$ cat config.mk
export PLATFORM = sky130hd
export DESIGN_NAME = sdw_writer
export DESIGN_NICKNAME = d
export VERILOG_FILES = /design/src/rtl/sdw_pkg.sv /design/src/rtl/sdw_phase_timer.sv /design/src/rtl/sdw_frame_shreg.sv /design/src/rtl/sdw_seq.sv /design/src/rtl/sdw_writer.sv
export SDC_FILE = /design/constraint.sdc
export NUM_CORES = 1
export LEC_CHECK = 0
export ABC_CLOCK_PERIOD_IN_PS = 4000
export BUFFER_PORTS_ARGS = -buffer_cell sky130_fd_sc_hd__clkbuf_2
export CELL_PAD_IN_SITES_DETAIL_PLACEMENT = 0
export CELL_PAD_IN_SITES_GLOBAL_PLACEMENT = 1
export CORE_ASPECT_RATIO = 1.5
export CORE_MARGIN = 3
export CORE_UTILIZATION = 32
export DETAILED_ROUTE_END_ITERATION = 7
export PLACE_DENSITY = 0.67
export SETUP_SLACK_MARGIN = 0.4
export SLEW_MARGIN = 20
export SYNTH_ARGS = -nofsm -noshare
export SYNTH_HDL_FRONTEND = slang
export SYNTH_SLANG_ARGS = --single-unit
$ cat constraint.sdc
create_clock -name clk -period 4 [get_ports clk]
set_input_delay 0.2 -clock clk [delete_from_list [all_inputs] [get_ports clk]]
set_output_delay 0.2 -clock clk [all_outputs]
set_load 0.03 [all_outputs]
$ cat src/rtl/sdw_pkg.sv
`timescale 1ns/1ps
package sdw_pkg;

    // Word layout, most significant bit first on the wire
    localparam int SDW_PAD_W   = 6;
    localparam int SDW_MODE_W  = 2;
    localparam int SDW_CODE_W  = 16;
    localparam int SDW_FRAME_W = SDW_PAD_W + SDW_MODE_W + SDW_CODE_W;
    localparam int SDW_BYTE_W  = 8;
    localparam int SDW_FCNT_W  = $clog2(SDW_FRAME_W + 1);

    // Serial timing floors in picoseconds: fast = upper supply range, slow = lower
    localparam longint SDW_MIN_HIGH_PS     = 13000;
    localparam longint SDW_MIN_LOW_FAST_PS = 13000;
    localparam longint SDW_MIN_LOW_SLOW_PS = 22500;
    localparam longint SDW_MIN_PER_FAST_PS = 33000;
    localparam longint SDW_MIN_PER_SLOW_PS = 50000;
    localparam longint SDW_MIN_GAP_FAST_PS = 33000;
    localparam longint SDW_MIN_GAP_SLOW_PS = 50000;
    localparam longint SDW_MIN_SETUP_PS    = 5000;
    localparam longint SDW_MIN_HOLD_PS     = 4500;

    typedef enum logic [2:0] {
        ST_IDLE,
        ST_GAP,
        ST_LEAD,
        ST_HIGH,
        ST_LOW,
        ST_BGAP
    } sdw_state_e;

    typedef struct packed {
        logic                  bytes;
        logic [SDW_MODE_W-1:0] mode;
        logic [SDW_CODE_W-1:0] code;
    } sdw_req_t;

    function automatic bit span_ok(input int cyc, input int clk_ps, input longint min_ps);
        return (longint'(cyc) * longint'(clk_ps)) >= min_ps;
    endfunction

    function automatic int max4(input int a, input int b, input int c, input int d);
        int m;
        m = a;
        if (b > m) m = b;
        if (c > m) m = c;
        if (d > m) m = d;
        return m;
    endfunction

    function automatic int cnt_width(input int max_len);
        return (max_len <= 2) ? 1 : $clog2(max_len);
    endfunction

endpackage

$ cat src/rtl/sdw_phase_timer.sv
`timescale 1ns/1ps
module sdw_phase_timer #(
    parameter int CNT_W = 4
) (
    input  logic             clk,
    input  logic             rst,
    input  logic             load,
    input  logic [CNT_W-1:0] load_val,
    output logic             last
);

    logic [CNT_W-1:0] cnt_q;

    always_ff @(posedge clk) begin
        if (rst) begin
            cnt_q <= '0;
        end else if (load) begin
            cnt_q <= load_val;
        end else if (cnt_q != '0) begin
            cnt_q <= cnt_q - 1'b1;
        end
    end

    assign last = (cnt_q == '0);

endmodule

$ cat src/rtl/sdw_frame_shreg.sv
`timescale 1ns/1ps
module sdw_frame_shreg
    import sdw_pkg::*;
(
    input  logic                  clk,
    input  logic                  rst,
    input  logic                  load,
    input  logic                  shift,
    input  logic [SDW_MODE_W-1:0] mode,
    input  logic [SDW_CODE_W-1:0] code,
    output logic                  sdata
);

    logic [SDW_FRAME_W-1:0] word_q;
    logic [SDW_FRAME_W-1:0] word_ld;

    // Padding is driven as zeros ahead of the mode bits
    generate
        if (SDW_PAD_W > 0) begin : g_pad
            assign word_ld = {{SDW_PAD_W{1'b0}}, mode, code};
        end else begin : g_nopad
            assign word_ld = {mode, code};
        end
    endgenerate

    always_ff @(posedge clk) begin
        if (rst) begin
            word_q <= '0;
        end else if (load) begin
            word_q <= word_ld;
        end else if (shift) begin
            word_q <= {word_q[SDW_FRAME_W-2:0], 1'b0};
        end
    end

    assign sdata = word_q[SDW_FRAME_W-1];

endmodule

$ cat src/rtl/sdw_seq.sv
`timescale 1ns/1ps
module sdw_seq
    import sdw_pkg::*;
#(
    parameter int HI    = 3,
    parameter int LO    = 4,
    parameter int GAP   = 7,
    parameter int BG    = 2,
    parameter int CNT_W = 3
) (
    input  logic             clk,
    input  logic             rst,
    input  logic             start,
    input  logic             start_bytes,
    input  logic             phase_last,
    output logic             tmr_load,
    output logic [CNT_W-1:0] tmr_val,
    output logic             shift,
    output logic             sync_o,
    output logic             sclk_o,
    output logic             done_o,
    output logic             idle_o
);

    localparam logic [CNT_W-1:0]      HI_V   = CNT_W'(HI - 1);
    localparam logic [CNT_W-1:0]      LO_V   = CNT_W'(LO - 1);
    localparam logic [CNT_W-1:0]      GAP_V  = CNT_W'(GAP - 1);
    localparam logic [CNT_W-1:0]      BG_V   = CNT_W'(BG - 1);
    localparam logic [SDW_FCNT_W-1:0] LAST_F = SDW_FCNT_W'(SDW_FRAME_W);
    localparam logic [SDW_FCNT_W-1:0] BYTE_F = SDW_FCNT_W'(SDW_BYTE_W);

    sdw_state_e            st_q, st_d;
    logic [SDW_FCNT_W-1:0] falls_q, falls_d;
    logic                  bytes_q;
    logic                  finish;
    logic                  at_byte_edge;
    logic                  sync_q, sclk_q, done_q;

    assign at_byte_edge = (falls_q != '0) && ((falls_q % BYTE_F) == '0);

    always_comb begin
        st_d     = st_q;
        falls_d  = falls_q;
        tmr_load = 1'b0;
        tmr_val  = '0;
        shift    = 1'b0;
        finish   = 1'b0;
        unique case (st_q)
            ST_IDLE: begin
                if (start) begin
                    st_d     = ST_GAP;
                    tmr_load = 1'b1;
                    tmr_val  = GAP_V;
                    falls_d  = '0;
                end
            end
            ST_GAP: begin
                if (phase_last) begin
                    st_d     = ST_LEAD;
                    tmr_load = 1'b1;
                    tmr_val  = LO_V;
                end
            end
            ST_LEAD: begin
                if (phase_last) begin
                    st_d     = ST_HIGH;
                    tmr_load = 1'b1;
                    tmr_val  = HI_V;
                end
            end
            ST_HIGH: begin
                if (phase_last) begin
                    st_d     = ST_LOW;
                    tmr_load = 1'b1;
                    tmr_val  = LO_V;
                    falls_d  = falls_q + 1'b1;
                end
            end
            ST_LOW: begin
                if (phase_last) begin
                    if (falls_q == LAST_F) begin
                        st_d   = ST_IDLE;
                        finish = 1'b1;
                    end else if (bytes_q && at_byte_edge) begin
                        st_d     = ST_BGAP;
                        tmr_load = 1'b1;
                        tmr_val  = BG_V;
                    end else begin
                        st_d     = ST_HIGH;
                        tmr_load = 1'b1;
                        tmr_val  = HI_V;
                        shift    = 1'b1;
                    end
                end
            end
            ST_BGAP: begin
                if (phase_last) begin
                    st_d     = ST_HIGH;
                    tmr_load = 1'b1;
                    tmr_val  = HI_V;
                    shift    = 1'b1;
                end
            end
            default: st_d = ST_IDLE;
        endcase
    end

    always_ff @(posedge clk) begin
        if (rst) begin
            st_q    <= ST_IDLE;
            falls_q <= '0;
            bytes_q <= 1'b0;
            sync_q  <= 1'b0;
            sclk_q  <= 1'b0;
            done_q  <= 1'b0;
        end else begin
            st_q    <= st_d;
            falls_q <= falls_d;
            if (st_q == ST_IDLE && start) begin
                bytes_q <= start_bytes;
            end
            // pins come straight from flops, decoded from the next state
            sync_q  <= (st_d == ST_GAP);
            sclk_q  <= (st_d == ST_HIGH);
            done_q  <= finish;
        end
    end

    assign sync_o = sync_q;
    assign sclk_o = sclk_q;
    assign done_o = done_q;
    assign idle_o = (st_q == ST_IDLE);

endmodule

$ cat src/rtl/sdw_writer.sv
`timescale 1ns/1ps
module sdw_writer
    import sdw_pkg::*;
#(
    parameter int CLK_PERIOD_PS = 8000,
    parameter bit LOW_SUPPLY    = 1'b1,
    parameter int SCLK_HI_CYC   = 3,
    parameter int SCLK_LO_CYC   = 4,
    parameter int SYNC_GAP_CYC  = 7,
    parameter int BYTE_GAP_CYC  = 2
) (
    input  logic                  clk,
    input  logic                  rst,
    input  logic                  req_valid,
    output logic                  req_ready,
    input  logic [SDW_CODE_W-1:0] req_code,
    input  logic [SDW_MODE_W-1:0] req_mode,
    input  logic                  req_bytes,
    output logic                  busy,
    output logic                  done,
    output logic                  dac_sync,
    output logic                  dac_sclk,
    output logic                  dac_sdata
);

    localparam int MAX_LEN = max4(SCLK_HI_CYC, SCLK_LO_CYC, SYNC_GAP_CYC, BYTE_GAP_CYC);
    localparam int CNT_W   = cnt_width(MAX_LEN);

    localparam longint LOW_MIN = LOW_SUPPLY ? SDW_MIN_LOW_SLOW_PS : SDW_MIN_LOW_FAST_PS;
    localparam longint PER_MIN = LOW_SUPPLY ? SDW_MIN_PER_SLOW_PS : SDW_MIN_PER_FAST_PS;
    localparam longint GAP_MIN = LOW_SUPPLY ? SDW_MIN_GAP_SLOW_PS : SDW_MIN_GAP_FAST_PS;

    localparam bit LEN_OK  = (SCLK_HI_CYC >= 1) && (SCLK_LO_CYC >= 1) &&
                             (SYNC_GAP_CYC >= 1) && (BYTE_GAP_CYC >= 1) &&
                             ((SDW_FRAME_W % SDW_BYTE_W) == 0);
    localparam bit HIGH_OK = span_ok(SCLK_HI_CYC, CLK_PERIOD_PS, SDW_MIN_HIGH_PS) &&
                             span_ok(SCLK_HI_CYC, CLK_PERIOD_PS, SDW_MIN_SETUP_PS);
    localparam bit LOW_OK  = span_ok(SCLK_LO_CYC, CLK_PERIOD_PS, LOW_MIN) &&
                             span_ok(SCLK_LO_CYC, CLK_PERIOD_PS, SDW_MIN_HOLD_PS);
    localparam bit PER_OK  = span_ok(SCLK_HI_CYC + SCLK_LO_CYC, CLK_PERIOD_PS, PER_MIN);
    localparam bit GAP_OK  = span_ok(SYNC_GAP_CYC, CLK_PERIOD_PS, GAP_MIN);

    generate
        if (!LEN_OK) begin : g_bad_len
            $error("sdw_writer: phase lengths must be at least one cycle");
        end
        if (!HIGH_OK) begin : g_bad_high
            $error("sdw_writer: serial clock high phase too short for this clock");
        end
        if (!LOW_OK) begin : g_bad_low
            $error("sdw_writer: serial clock low phase too short for this clock");
        end
        if (!PER_OK) begin : g_bad_period
            $error("sdw_writer: serial clock period too short for this supply range");
        end
        if (!GAP_OK) begin : g_bad_gap
            $error("sdw_writer: strobe-high gap too short for this supply range");
        end
    endgenerate

    sdw_req_t         req_in;
    logic             idle;
    logic             start;
    logic             tmr_load;
    logic [CNT_W-1:0] tmr_val;
    logic             phase_last;
    logic             shift;

    assign req_in = '{bytes: req_bytes, mode: req_mode, code: req_code};
    assign start  = req_valid && idle;

    sdw_phase_timer #(
        .CNT_W (CNT_W)
    ) timer_i (
        .clk      (clk),
        .rst      (rst),
        .load     (tmr_load),
        .load_val (tmr_val),
        .last     (phase_last)
    );

    sdw_frame_shreg shreg_i (
        .clk   (clk),
        .rst   (rst),
        .load  (start),
        .shift (shift),
        .mode  (req_in.mode),
        .code  (req_in.code),
        .sdata (dac_sdata)
    );

    sdw_seq #(
        .HI    (SCLK_HI_CYC),
        .LO    (SCLK_LO_CYC),
        .GAP   (SYNC_GAP_CYC),
        .BG    (BYTE_GAP_CYC),
        .CNT_W (CNT_W)
    ) seq_i (
        .clk         (clk),
        .rst         (rst),
        .start       (start),
        .start_bytes (req_in.bytes),
        .phase_last  (phase_last),
        .tmr_load    (tmr_load),
        .tmr_val     (tmr_val),
        .shift       (shift),
        .sync_o      (dac_sync),
        .sclk_o      (dac_sclk),
        .done_o      (done),
        .idle_o      (idle)
    );

    assign req_ready = idle;
    assign busy      = !idle;

endmodule

# ---- After elaboration in Yosys (flattened, before gate mapping)
# Cells that the tools add are included.
dict set report totals {
  reg_bits 39
  in_bits 22
  output_inout_bits 6
  elab_cells 74
}
dict set report op_classes {
  add_sub_neg 2
  eq_ne 10
  mux 32
  bitwise_logic 2
  reduce_logical 19
}
# cell count
set ops {}
lappend ops {{18-bit 2-to-1 mux} 2}
lappend ops {{3-bit 2-to-1 mux} 12}
lappend ops {{3-bit one-hot mux with 5 select lines} 1}
lappend ops {{3-bit one-hot mux with 4 select lines} 1}
lappend ops {{5-bit 2-to-1 mux} 2}
lappend ops {{5-bit one-hot mux with 2 select lines} 1}
lappend ops {{3-bit by 2-bit equality test with 1-bit output (second input constant)} 3}
lappend ops {{1-bit 2-to-1 mux} 8}
lappend ops {{3-bit by 1-bit equality test with 1-bit output (second input constant)} 2}
lappend ops {{3-bit equality test (second input constant)} 2}
lappend ops {{3-bit logical NOT} 2}
lappend ops {{2-bit 2-to-1 mux} 3}
lappend ops {{2-bit nonzero test} 3}
lappend ops {{2-bit OR reduction} 3}
lappend ops {{5-bit by 1-bit adder with 5-bit output (second input constant)} 1}
lappend ops {{5-bit equality test (second input constant)} 1}
lappend ops {{5-bit logical NOT} 1}
lappend ops {{5-bit nonzero test} 1}
lappend ops {{1-bit logical AND} 4}
lappend ops {{4-bit OR reduction} 1}
lappend ops {{1-bit one-hot mux with 3 select lines} 1}
lappend ops {{3-bit AND reduction} 1}
lappend ops {{3-bit nonzero test} 1}
lappend ops {{3-bit OR reduction} 1}
lappend ops {{6 further kinds} 7}

# ---- Logic depth before layout (Yosys ltp)
dict set report logic_depth {
  ltp_word 9
  ltp_mapped 8
  depth_no_buf 7
}

# ---- Cells and area by module
# A second synthesis with hierarchy kept.
dict set report hier_totals {
  cells_unflattened 209
  hier_area_um2 1995.7
}
# mod n_inst cells_per_inst area_each_um2 seq_area_each_um2
set modules_own_cells {}
lappend modules_own_cells {sdw_frame_shreg 1 101 1077.3 480.5}
lappend modules_own_cells {sdw_seq 1 84 701.9 240.2}
lappend modules_own_cells {sdw_phase_timer 1 22 206.4 60.1}
lappend modules_own_cells {sdw_writer 1 2 10.0 0.0}

# ---- Worst setup path after synthesis
# OpenSTA, ideal clock, no wires.
dict set report synth_timing {
  path_type {register -> register}
  start {reg seq_i.falls_q[0]}
  end {reg shreg_i.word_q[10]}
  setup_time_ps 86
  arrival_ps 1677
  required_ps 3914
  setup_slack_ps 2237
  path_stages_with_launch 9
  n_path_buf 1
  period_less_slack_ps 1763
  cell_sequence {dfxtp_1 inv_1 ha_1 nor2b_1 and2b_1 a211oi_4 buf_4 a21oi_1 a211oi_1}
}
dict set report synth_between {
  elab_chain_len 8
  elab_cells_between_ends 10
  cone_classes {1 x eq/ne; 4 x mux; 5 x reduce/logical}
}
# item line_no
set synth_lines {}
lappend synth_lines {{from (decl)} sdw_seq.sv:33} ;# logic [SDW_FCNT_W-1:0] falls_q, falls_d;
lappend synth_lines {{from (signal assigned)} sdw_seq.sv:118} ;# falls_q <= falls_d;
lappend synth_lines {{5-bit nonzero test / 5-bit logical NOT (equally long branches)} sdw_seq.sv:39} ;# assign at_byte_edge = (falls_q != '0) && ((falls_q % BYTE_F) == '0);
lappend synth_lines {{1-bit logical AND} sdw_seq.sv:39}
lappend synth_lines {{1-bit logical AND} sdw_seq.sv:84} ;# end else if (bytes_q && at_byte_edge) begin
lappend synth_lines {{1-bit 2-to-1 mux} sdw_seq.sv:84}
lappend synth_lines {{1-bit 2-to-1 mux (*)} sdw_seq.sv:81} ;# if (falls_q == LAST_F) begin
lappend synth_lines {{1-bit 2-to-1 mux (*)} sdw_seq.sv:80} ;# if (phase_last) begin
lappend synth_lines {{1-bit one-hot mux with 2 select lines (*)} sdw_seq.sv:48} ;# unique case (st_q)
lappend synth_lines {{2-bit nonzero test (no source line) (*)} n/a}
lappend synth_lines {{to (signal assigned)} sdw_frame_shreg.sv:30} ;# word_q <= word_ld;
lappend synth_lines {{to (signal assigned)} sdw_frame_shreg.sv:32} ;# word_q <= {word_q[SDW_FRAME_W-2:0], 1'b0};
lappend synth_lines {{to (decl)} sdw_frame_shreg.sv:14} ;# logic [SDW_FRAME_W-1:0] word_q;
# Mark *: on every way between the ends. The rest lies on a longest branch, timed or not.
# A chain may end at the register's enable or synchronous reset.

# ---- Worst setup path after layout
dict set report layout_timing {
  start {reg seq_i.falls_q[0]}
  end {reg shreg_i.word_q[12]}
}
# Same word-level chain as after synthesis.

==> results.txt <==
Setup WS pre-CTS = 1.61 ns
status = complete, no violations
Ys Warns = 0
post-synthesis cell count = 225
number of global-route vias before repair = 1,569
unrepaired setup endpoints after global routing = false
reg2reg start = seq_i.falls_q[0]
initial core utilization = 33.2%
WS Path Type = reg -> reg
post-synth net total = 251
Final Wtd Congestion = 0.763
crit path DAT = 2.58 ns
routed length per instance = 13.6 µm
Slew HR = 37.9%
critical path's largest stage delay = 0.81 ns
worst setup path start = seq_i.falls_q[0]
FF-to-FF setup slack = 1.62 ns
final wirelength = 4270 µm
I/O Pins = 28
Critical Path RT = 4.20 ns
minimum clock period = 2.38 ns
Critical R2R Capture = shreg_i.word_q[12]
synthesized flop and latch total = 39
fmax = 0.420 GHz
CP max stage cell = a211oi_4
layout cells sized above 1 = 18.0%
Die X = 67.7 µm
Crit Path Max Fanout = 23
type of the worst min-delay path = in -> reg
Synth async-reset ratio = 0%
Total GRT Usage = 14.1%
initial antenna violation count = 0
Die H = 98.5 µm
EDFF count, synth = 0
routed vias/inst = 4.94
port bufs = 27
die area = 6670 µm²
Root Buffer = clkbuf_8
Resized Gates After CTS = 0
Final period util = 59.5%
synthesized cell area = 1830 µm²
core area = 5490 µm²
HPWL after DPL = 2860 µm
Cell variety after synth = 45
gr ovfl total = 0
DR iter-0 viols = 23
clock latency on the worst-skew pair = 0.29 ns
# setup viols final = 0
ANT nets after route = 0
largest net degree at the start of global routing = 29
Max Cap Violations = 0
Final Hold Vio Count = 0
final worst setup slack = 1.62 ns
first-pass GRT wire length = 7300 µm
crit-path cells = inv_1 > ha_1 > nor2b_1 > and2b_1 > a211oi_4 > a21oi_1 > a211oi_1
TNS Setup = 0 ns
Worst Setup EP = shreg_i.word_q[12]
Seq/Total Area, Yosys = 42.8%
Pre-antenna DRT Iters = 4
Sink Count = 39
Worst R2R Path Depth = 7
Nets = 269
# rows = 33
Main synth FF type = dfxtp_1
growth of design area from synthesis to finish = 15.0%
Reg clk slew, reported paths = 0.08 ns
CP startpoint kind = flop
Hold Buf Count CTS = 0
Layout fillers = 577
setup bufs post-CTS = 0
DRC viols = 0
ant diodes = 0
Final Max Tran Viols = 0
Mapped Avg Cell Area = 8.11 µm²
Slew @ Worst Pin = 0.929 ns
H-tree Lvls = 2
Worst Clk Skew = 0.00578 ns
power density cells = 617 nW/µm²
via count = 1,551
maximum vdd drop = 272 µV
CTS tree = built
Worst setup EP type = flop
clock buffer depth = 2
total CTS buffers = 5
Static Leak = 0.818 nW
[cell usage after synthesis (all sizes together) (3+ instances only)]
| master | instances | area, µm² |
|---|---|---|
| a211oi | 18 | 148 |
| nor2 | 25 | 93.8 |
| nand3 | 5 | 25.0 |
| xor2 | 5 | 43.8 |
| inv | 4 | 15.0 |
| a21oi | 34 | 170 |
| buf | 6 | 40.0 |
| nand2b | 4 | 25.0 |
| nand4 | 3 | 18.8 |
| clkbuf | 11 | 42.5 |
| ha | 4 | 50.1 |
| dfxtp | 39 | 781 |
| nand2 | 39 | 154 |
[sequential cells by signal (all words and copies together), names as in the netlist]
name            flops
seq_i.sync_o        1
seq_i.sclk_o        1
timer_i.cnt_q       3
seq_i.done_o        1
seq_i.st_q          3
seq_i.falls_q       5
shreg_i.word_q     24
seq_i.bytes_q       1
[where the power goes]
group | switching, mW | internal, mW | leakage, nW
combinational | 0.269 | 0.164 | 0.437
clock | 0.143 | 0.202 | 0.0612
sequential | 0.0567 | 0.460 | 0.320
[how the worst min path moves through the flow]
stage	from	endpoint	slack, ns	cells past startpoint
2_1_floorplan	req_bytes	seq_i.bytes_q	0.34	2
4_1_cts	req_bytes	seq_i.bytes_q	0.13	3
6_report	req_bytes	seq_i.bytes_q	0.14	3
5_1_grt	req_code[0]	shreg_i.word_q[0]	0.15	3
3_5_place_dp	req_code[0]	shreg_i.word_q[0]	0.44	3
3_3_place_gp	req_bytes	seq_i.bytes_q	0.43	3
[per-stage QoR]
stage          cell area (µm²)  utilization (%)  power, mW  instances  hold WS, ns
4_1_cts                   2100             38.2       1.31        314        0.129
6_report                  2100             38.2       1.29        314        0.135
5_1_grt                   2100             38.2       1.38        314        0.148
3_3_place_gp              1980             36.1      0.961        306        0.434
2_1_floorplan             1830                -      0.868        225        0.336
3_5_place_dp              1980             36.1      0.960        306        0.440
[cells by family (layout without fill, tap and decap cells)]
logic type / Yosys count / after routing / synth area share (%)
simple gates: 89 / 89 / 23.0
compound gates: 65 / 65 / 22.9
flops: 39 / 39 / 42.8
buf+inv: 22 / 41 / 5.62
fa+ha+maj: 5 / 5 / 3.36
xor+xnor: 5 / 5 / 2.40
[cell type report]
cell class | instances | area, µm² | area share (%)
multi-input combinational | 164 | 951 | 45.3
sequential | 39 | 781 | 37.2
timing repair buffer | 28 | 143 | 6.79
tap | 70 | 87.6 | 4.17
clock buffer | 6 | 82.6 | 3.93
clock inverter | 2 | 35.0 | 1.67
inverter | 5 | 20.0 | 0.954
[routing by layer]
metal  vias to the layer above  GRT usage [%]  part of all wire (%)
met5                         -              0                     0
met4                         0           5.63                   1.7
met3                         6           2.39                   2.5
met2                        19           24.8                    52
met1                       718           16.4                    43
li1                        808              -                     -
[cell usage in the layout (no fill, tap or decap), drive strengths merged, types with 2 or more instances in the layout]
master / count
a211oi: 18
a21oi: 34
clkbuf: 33
clkinv: 2
dfxtp: 39
ha: 4
inv: 4
nand2: 39
nand2b: 4
nand3: 5
nand4: 3
nor2: 25
nor2b: 2
or2: 2
xor2: 5
[worst max-delay path, delay by kind of cell, from the launching register on]
family	cells	cell delay, ns
AOI/OAI and AO/OA	3	1.28
DFF	1	0.38
and+or+nand+nor	2	0.35
adders and majority gates	1	0.21
buffers and inverters	1	0.08
(Power assumes the default switching activity.)
